### src/rtl/fdiv_pkg.sv
package fdiv_pkg;

  // Scaled divisor represented by a stored divider field.
  function automatic int unsigned div_scaled(input int unsigned field,
                                             input int unsigned frac_w);
    return field + (32'd1 << frac_w);
  endfunction

  // Bitwise merge of new data into an old word under a mask.
  function automatic logic [31:0] merge_masked(input logic [31:0] old_word,
                                               input logic [31:0] new_word,
                                               input logic [31:0] mask);
    return (old_word & ~mask) | (new_word & mask);
  endfunction

  // Mask covering a field of a given width at a given shift.
  function automatic logic [31:0] field_mask(input int unsigned shift,
                                             input int unsigned width);
    return ((32'd1 << width) - 32'd1) << shift;
  endfunction

endpackage

### src/rtl/fdiv_regs.sv
module fdiv_regs #(
  parameter int DIV_W        = 6,
  parameter int DIV_SHIFT    = 4,
  parameter int PRE_W        = 3,
  parameter int PRE_SHIFT    = 12,
  parameter int SEL_W        = 2,
  parameter int SEL_SHIFT    = 16,
  parameter int TRIG_BIT     = 0,
  parameter int PRETRIG_BIT  = 1,
  parameter bit HAS_PRETRIG  = 1'b1,
  parameter int FIXED_SCALED = 0
) (
  input  logic             clk,
  input  logic             rst_n,
  input  logic             wr_en,
  input  logic [31:0]      wr_data,
  input  logic [31:0]      wr_mask,
  input  logic             commit_main,
  input  logic             commit_pre,
  output logic [DIV_W-1:0] st_div,
  output logic [PRE_W-1:0] st_pre,
  output logic [SEL_W-1:0] st_sel,
  output logic             trig_main,
  output logic             trig_pre,
  output logic [31:0]      rd_data
);
  import fdiv_pkg::*;

  logic [31:0] merged;
  logic        set_main;
  logic        set_pre;

  always_comb begin
    rd_data = '0;
    rd_data[DIV_SHIFT +: DIV_W] = st_div;
    rd_data[PRE_SHIFT +: PRE_W] = st_pre;
    rd_data[SEL_SHIFT +: SEL_W] = st_sel;
    rd_data[TRIG_BIT]           = trig_main;
    rd_data[PRETRIG_BIT]        = HAS_PRETRIG ? trig_pre : 1'b0;
  end

  assign merged   = merge_masked(rd_data, wr_data, wr_mask);
  assign set_main = wr_en & wr_mask[TRIG_BIT] & wr_data[TRIG_BIT];
  assign set_pre  = HAS_PRETRIG & wr_en & wr_mask[PRETRIG_BIT] & wr_data[PRETRIG_BIT];

  always_ff @(posedge clk) begin
    if (!rst_n) begin
      st_pre    <= '0;
      st_sel    <= '0;
      trig_main <= 1'b0;
      trig_pre  <= 1'b0;
    end else begin
      if (wr_en) begin
        st_pre <= merged[PRE_SHIFT +: PRE_W];
        st_sel <= merged[SEL_SHIFT +: SEL_W];
      end
      // a fresh request wins over a completion in the same cycle
      trig_main <= set_main | (trig_main & ~commit_main);
      trig_pre  <= set_pre  | (trig_pre  & ~commit_pre);
    end
  end

  generate
    if (FIXED_SCALED == 0) begin : g_prog_div
      always_ff @(posedge clk) begin
        if (!rst_n)     st_div <= '0;
        else if (wr_en) st_div <= merged[DIV_SHIFT +: DIV_W];
      end
    end else begin : g_fixed_div
      assign st_div = '0;
    end
  endgenerate

endmodule

### src/rtl/fdiv_src.sv
module fdiv_src #(
  parameter int NUM_PARENTS = 3,
  parameter int SEL_W       = 2,
  parameter int PRE_W       = 3
) (
  input  logic                   clk,
  input  logic                   rst_n,
  input  logic [NUM_PARENTS-1:0] parent_tick,
  input  logic [SEL_W-1:0]       act_sel,
  input  logic [PRE_W-1:0]       act_pre,
  input  logic                   restart,
  output logic                   src_tick,
  output logic                   pre_tick
);
  logic [PRE_W-1:0] pre_cnt;

  always_comb begin
    src_tick = 1'b0;
    for (int i = 0; i < NUM_PARENTS; i++) begin
      if (act_sel == SEL_W'(i)) src_tick = parent_tick[i];
    end
  end

  assign pre_tick = src_tick && (pre_cnt == act_pre);

  always_ff @(posedge clk) begin
    if (!rst_n)        pre_cnt <= '0;
    else if (restart)  pre_cnt <= '0;
    else if (src_tick) pre_cnt <= pre_tick ? '0 : pre_cnt + 1'b1;
  end

endmodule

### src/rtl/fdiv_accum.sv
module fdiv_accum #(
  parameter int FRAC_W = 2,
  parameter int SC_W   = 8
) (
  input  logic            clk,
  input  logic            rst_n,
  input  logic            tick,
  input  logic            restart,
  input  logic [SC_W-1:0] scaled,
  output logic            fire
);
  localparam logic [SC_W-1:0] STEP = SC_W'(1) << FRAC_W;

  logic [SC_W-1:0] acc;
  logic [SC_W-1:0] sum;

  assign sum  = acc + STEP;
  assign fire = tick && (sum >= scaled);

  always_ff @(posedge clk) begin
    if (!rst_n)       acc <= '0;
    else if (restart) acc <= '0;
    else if (tick)    acc <= fire ? sum - scaled : sum;
  end

endmodule

### src/rtl/fdiv_ctrl.sv
module fdiv_ctrl #(
  parameter int FRAC_W       = 2,
  parameter int DIV_W        = 6,
  parameter int DIV_SHIFT    = 4,
  parameter int PRE_W        = 3,
  parameter int PRE_SHIFT    = 12,
  parameter int SEL_W        = 2,
  parameter int SEL_SHIFT    = 16,
  parameter int NUM_PARENTS  = 3,
  parameter int TRIG_BIT     = 0,
  parameter int PRETRIG_BIT  = 1,
  parameter bit HAS_PRETRIG  = 1'b1,
  parameter int FIXED_SCALED = 0
) (
  input  logic                   clk,
  input  logic                   rst_n,
  input  logic                   wr_en,
  input  logic [31:0]            wr_data,
  input  logic [31:0]            wr_mask,
  input  logic [NUM_PARENTS-1:0] parent_tick,
  output logic [31:0]            rd_data,
  output logic                   sel_invalid,
  output logic                   clk_en
);
  import fdiv_pkg::*;

  localparam int SC_W = DIV_W + 2;

  logic [DIV_W-1:0] st_div, act_div;
  logic [PRE_W-1:0] st_pre, act_pre;
  logic [SEL_W-1:0] st_sel, act_sel;
  logic             trig_main, trig_pre;
  logic             commit_main, commit_pre, restart;
  logic             src_tick, pre_tick, fire;
  logic [SC_W-1:0]  act_scaled;

  fdiv_regs #(
    .DIV_W(DIV_W), .DIV_SHIFT(DIV_SHIFT), .PRE_W(PRE_W), .PRE_SHIFT(PRE_SHIFT),
    .SEL_W(SEL_W), .SEL_SHIFT(SEL_SHIFT), .TRIG_BIT(TRIG_BIT),
    .PRETRIG_BIT(PRETRIG_BIT), .HAS_PRETRIG(HAS_PRETRIG),
    .FIXED_SCALED(FIXED_SCALED)
  ) u_regs (
    .clk(clk), .rst_n(rst_n), .wr_en(wr_en), .wr_data(wr_data),
    .wr_mask(wr_mask), .commit_main(commit_main), .commit_pre(commit_pre),
    .st_div(st_div), .st_pre(st_pre), .st_sel(st_sel),
    .trig_main(trig_main), .trig_pre(trig_pre), .rd_data(rd_data)
  );

  fdiv_src #(
    .NUM_PARENTS(NUM_PARENTS), .SEL_W(SEL_W), .PRE_W(PRE_W)
  ) u_src (
    .clk(clk), .rst_n(rst_n), .parent_tick(parent_tick), .act_sel(act_sel),
    .act_pre(act_pre), .restart(restart), .src_tick(src_tick),
    .pre_tick(pre_tick)
  );

  fdiv_accum #(
    .FRAC_W(FRAC_W), .SC_W(SC_W)
  ) u_accum (
    .clk(clk), .rst_n(rst_n), .tick(pre_tick), .restart(restart),
    .scaled(act_scaled), .fire(fire)
  );

  // Commits land only on a pulse, i.e. at an output period boundary.
  assign commit_main = fire & trig_main;
  assign commit_pre  = fire & (HAS_PRETRIG ? trig_pre : trig_main);
  assign restart     = commit_main | commit_pre;
  assign sel_invalid = int'(st_sel) >= NUM_PARENTS;

  generate
    if (FIXED_SCALED == 0) begin : g_prog_scale
      assign act_scaled = SC_W'(div_scaled(32'(act_div), FRAC_W));
    end else begin : g_fixed_scale
      assign act_scaled = SC_W'(FIXED_SCALED);
    end
  endgenerate

  always_ff @(posedge clk) begin
    if (!rst_n) begin
      act_div <= '0;
      act_pre <= '0;
      act_sel <= '0;
      clk_en  <= 1'b0;
    end else begin
      clk_en <= fire;
      if (commit_main) act_div <= st_div;
      if (commit_pre) begin
        act_pre <= st_pre;
        if (!sel_invalid) act_sel <= st_sel;
      end
    end
  end

endmodule

### config.mk
export PLATFORM = sky130hd
export DESIGN_NAME = fdiv_ctrl
export DESIGN_NICKNAME = d
export VERILOG_FILES = /design/src/rtl/fdiv_pkg.sv /design/src/rtl/fdiv_regs.sv /design/src/rtl/fdiv_src.sv /design/src/rtl/fdiv_accum.sv /design/src/rtl/fdiv_ctrl.sv
export SDC_FILE = /design/constraint.sdc
export NUM_CORES = 1
export LEC_CHECK = 0
export BUFFER_PORTS_ARGS = -buffer_cell sky130_fd_sc_hd__buf_2
export CAP_MARGIN = 0
export CORE_MARGIN = 2
export CORE_UTILIZATION = 49
export CTS_CLUSTER_SIZE = 10
export DETAILED_ROUTE_END_ITERATION = 16
export PLACE_DENSITY = 0.85
export SLEW_MARGIN = 25
export SYNTH_ARGS = -nofsm -noshare
export SYNTH_HDL_FRONTEND = slang
export SYNTH_SLANG_ARGS = --single-unit
export TNS_END_PERCENT = 1
### constraint.sdc
create_clock -name clk -period 7.95 [get_ports clk]
set_input_delay 0.3975 -clock clk [delete_from_list [all_inputs] [get_ports clk]]
set_output_delay 0.3975 -clock clk [all_outputs]
set_load 0.1 [all_outputs]
# Yosys cells after proc, flatten, opt, wreduce, memory -nomap -nowiden
# Index checks and enable logic that the tools add are counted.
# Widths: inputs -> output; s select.
[classes] muxes=5 order_cmp=2 n_addsub=4 eq_ne=3 bitwise=19 n_reduce_logical=5
[op_table] op="$and 18x18->18" n=2
[op_table] op="$not 18->18" n=1
[op_table] op="$or 18x18->18" n=1
[op_table] op="$add 8x3->8 const B" n=1
[op_table] op="$and 1x1->1" n=8
[op_table] op="$ge 8x7->1" n=1
[op_table] op="$mux 8" n=1
[op_table] op="$sub 8x7->8" n=1
[op_table] op="$add 6x3->7 const B" n=1
[op_table] op="$not 1->1" n=4
[op_table] op="$add 3x1->3 const B" n=1
[op_table] op="$eq 3x3->1" n=1
[op_table] op="$mux 1" n=3
[op_table] op="$mux 3" n=1
[op_table] op="$or 1x1->1" n=3
[op_table] op="$eq 2x1->1 const B" n=1
[op_table] op="$eq 2x2->1 const B" n=1
[op_table] op="$ge 2x2->1 const B" n=1
[op_table] op="$logic_and 1x1->1" n=2
[op_table] op="$logic_not 2->1" n=1
[op_table] op="$reduce_and 2->1" n=1
[op_table] op="$reduce_or 2->1" n=1
[word_totals] ff_bits=36 out_inout_bits=34 inputBits=70 word_cells=49

# Longest topological paths before layout
[depth] word_depth=10 ltp_mapped=12 ltp_nobuf=11

# Hierarchy
# A second synthesis with hierarchy kept.
[unflattened] cells_unflattened=298 hier_area_um2=2499.9
[modules_own_cells] mod="fdiv_accum" n_inst=1 area_per_inst_um2=872.1 cells_each=111
[modules_own_cells] mod="fdiv_regs" n_inst=1 area_per_inst_um2=814.5 cells_each=100
[modules_own_cells] mod="fdiv_ctrl" n_inst=1 area_per_inst_um2=593.1 cells_each=62
[modules_own_cells] mod="fdiv_src" n_inst=1 area_per_inst_um2=220.2 cells_each=25

# Least setup slack after synthesis
# Ideal clock, no wire load.
[synth_timing] path_type="reg-to-reg" startpoint="register u_accum.acc[2]" endpoint="register u_accum.acc[7]" path_buffers=0 stages_incl_launch_ff=10 setup_time_ns=0.121 arrival_ns=2.433 required_time_ns=7.829 setup_slack_ns=5.396 cell_sequence="dfxtp_1 > ha_1 > ha_1 > and4_1 > a2111oi_2 > o22ai_1 > nor2b_1 > and3_1 > o21a_1 > mux2_4"
[synth_via] elab_chain_cells=6 word_cells_on_any_way=9
[synth_lines] element="start: declaration" line="fdiv_accum.sv:14" source="logic [SC_W-1:0] acc;"
[synth_lines] element="start signal: assignment" line="fdiv_accum.sv:23" source="else if (tick) acc <= fire ? sum - scaled : sum;"
[synth_lines] element="$add 8x3->8 (*)" line="fdiv_accum.sv:17" source="assign sum = acc + STEP;"
[synth_lines] element="$ge 8x7->1" line="fdiv_accum.sv:18" source="assign fire = tick && (sum >= scaled);"
[synth_lines] element="$logic_and 1x1->1" line="fdiv_accum.sv:18"
[synth_lines] element="$and 1x1->1 (on tied branches)" line="fdiv_ctrl.sv:65, fdiv_ctrl.sv:66"
[synth_lines] element="$or 1x1->1" line="fdiv_ctrl.sv:67" source="assign restart = commit_main | commit_pre;"
[synth_lines] element="$reduce_or 2->1 (no line)"
# Every way passes the cells marked *; elsewhere a longest branch is shown, timed or not.
# A chain may end at the register's enable or synchronous reset.

# Worst setup path after layout
# Ends and elaborated chain as after synthesis.

==> flow_summary.json <==
{
  "synthArstFlopShare": 0,
  "crit_path_max_incr_delay_ns": 0.72,
  "finClkSkew_ns": 0.00231,
  "clock_latency_ns": 0.29,
  "cts_buffers": 5,
  "final_nets": 385,
  "p_leak_nw": 1.04,
  "required_ns": 8.13,
  "drc": 0,
  "tns_ns": 0,
  "placementRows": 23,
  "hp-class": "primary input to flip-flop",
  "firstDrtPassIters": 5,
  "path_clk_slew_ns": 0.07,
  "die_w_um": 69.4,
  "cp_max_fo": 13,
  "grt_pass1_wl_um": 6830,
  "layout-drive-gt1-share": 0.200,
  "tightest_slew_ns": 0.828,
  "ys_ff_latch": 36,
  "status": "complete, no violations",
  "synth_area_per_cell_um2": 7.96,
  "antenna_found_initial": 0,
  "path_delay_family": "compound AO/OA/AOI/OAI gates",
  "cp_slowest_cell": "o21ai_1",
  "cts_setup_buffers": 0,
  "synth_common_cells": "nand2_1 (38), dfxtp_1 (36), a21oi_1 (27)",
  "p_total_mw": 0.783,
  "cts_resized": 0,
  "globalRouteTotalUtil": 0.173,
  "via_count": 1838,
  "drt_iter0_markers": 60,
  "pin_count": 104,
  "critical_path_class": "flip-flop to flip-flop",
  "cp-start-kind": "flip-flop",
  "io_buffers": 46,
  "antenna_left": 0,
  "route.detailed.wl_per_inst_um": 11.2,
  "die_h_um": 69.4,
  "fillCellCount": 358,
  "grt_pass1_vias": 1608,
  "hold_viol": 0,
  "start_util": 0.516,
  "cap_violations": 0,
  "yosysSeqAreaShare": 0.344,
  "maxSlewHeadroom": 0.444,
  "crit_top_cell": "ha_1",
  "synth_edf_count": 0,
  "crit_chain": "ha_1, ha_1, and4_1, a2111oi_2, o22ai_1, buf_4, nand2_1, o21ai_1, nor2_1, mux2_4",
  "fmax_mhz": 322,
  "period_share": 0.391,
  "rsz0062_at_grt": "false",
  "cts_root_buf": "clkbuf_8",
  "cts.htree.levels": 2,
  "yosys_warnings": 0,
  "cts_tree": "done",
  "holdBufCountCts": 0,
  "synth_area_leaders": "dfxtp_1 (34%), buf_4 (7.5%), nand2_1 (6.8%), a21oi_1 (6.5%), ha_1 (6.0%)",
  "worstPathArrival_ns": 3.29,
  "max-vdd-ir-drop_mv": 0.131,
  "yosysMostFrequentCell": "nand2_1",
  "cts_buffer_depth": 2,
  "synthDistinctLibCells": 41,
  "final_max_slew_viol_count": 0,
  "dieArea_mm2": 0.00481,
  "dp_hpwl_um": 2960,
  "synthesis.area_mm2": 0.00209,
  "grt_start_max_net_pins": 25,
  "cp-end-kind": "flip-flop",
  "gp_congestion": 0.878,
  "vias_per_cell": 5.18,
  "setup_viol": 0,
  "synth_ff_type": "dfxtp_1",
  "path_buf_inv": 1,
  "synth_top_area_share": 0.344,
  "cts_sinks": 36,
  "period_needed_ns": 3.11,
  "syn_inst": 263,
  "antennaDiodeCount": 0,
  "drt_wl_total_um": 3970,
  "coreArea_mm2": 0.00406,
  "grt_overflow": 0,
  "area_growth_pct": 12.7,
  "yosys.area.top_type": "dfxtp_1",
  "power_density_mw_per_mm2": 332
}
-- where the power goes --
group	total [mW]	internal, mW	switching, mW
clock	0.139	0.0708	0.0686
sequential	0.225	0.203	0.0221
combinational	0.418	0.157	0.261
total	0.783	0.430	0.352
-- path summary, 6_finish.rpt --
check | from | to | slack [ns] | cells after the start
hold reg to reg | act_div[1] | act_div[1] | 0.46 | 2
hold / removal | wr_data[14] | flip-flop | 0.35 | 3
setup / recovery | u_accum.acc[2] | u_accum.acc[7] | 4.84 | 10
setup reg to reg | u_accum.acc[2] | u_accum.acc[7] | 4.84 | 10
-- worst min-delay path, delay by kind of cell --
kind,cells,cell delay [ns]
compound gates,1,0.05
buf+inv,1,0.09
simple gates,1,0.05
-- layout make-up --
type | count | area, um2 | area share
clock buffer | 6 | 82.6 | 0.0350
multi-input combinational | 206 | 1210 | 0.514
tap | 50 | 62.6 | 0.0265
timing repair buffer | 47 | 238 | 0.101
clock inverter | 2 | 13.8 | 0.00584
sequential | 36 | 721 | 0.306
inverter | 8 | 30.0 | 0.0127
-- metal layers --
layer,track usage,vias up,wire length (um),share of wire
met4,0.0654,0,60,0.015
met2,0.283,58,1860,0.47
li1,-,957,-,-
met3,0.0523,6,224,0.056
met5,0,-,0,0
met1,0.212,817,1820,0.46
-- through the flow --
step | worst slack [ns] | cell area (um2) | std cells | hold WS [ns] | util
floorplan | 5.40 | 2160 | 281 | 0.436 | -
global placement | 4.93 | 2260 | 347 | 0.443 | 0.558
detailed placement | 4.86 | 2260 | 347 | 0.451 | 0.558
CTS | 4.84 | 2360 | 355 | 0.340 | 0.581
global route | 4.48 | 2360 | 355 | 0.356 | 0.581
finish | 4.84 | 2360 | 355 | 0.346 | 0.581
-- cell families after synthesis --
group           count (synthesis)  share of synthesized area
simple gates                  102                      0.232
compound gates                 58                      0.172
buf+inv                        39                      0.109
flops                          36                      0.344
xor+xnor                       12                     0.0502
fa+ha+maj                      11                     0.0693
mux                             4                     0.0215
other cells                     1                    0.00179
-- layout by cell type (no fill, tap or decap), drive strengths merged, types with 2 or more instances in the layout --
master	count
nand3	24
inv	9
and2	3
o21a	3
a21o	2
ha	10
a31oi	2
a211oi	5
nand2b	3
a21oi	27
xnor2	6
nand2	39
conb	19
buf	47
and4	2
nor3	2
nor2b	2
xor2	6
a32oi	2
clkbuf	6
o21ai	9
a22oi	2
nor2	21
mux2i	3
dfxtp	36
o221a	2
nand3b	2
Note: power is estimated with default switching activity, not from simulation.
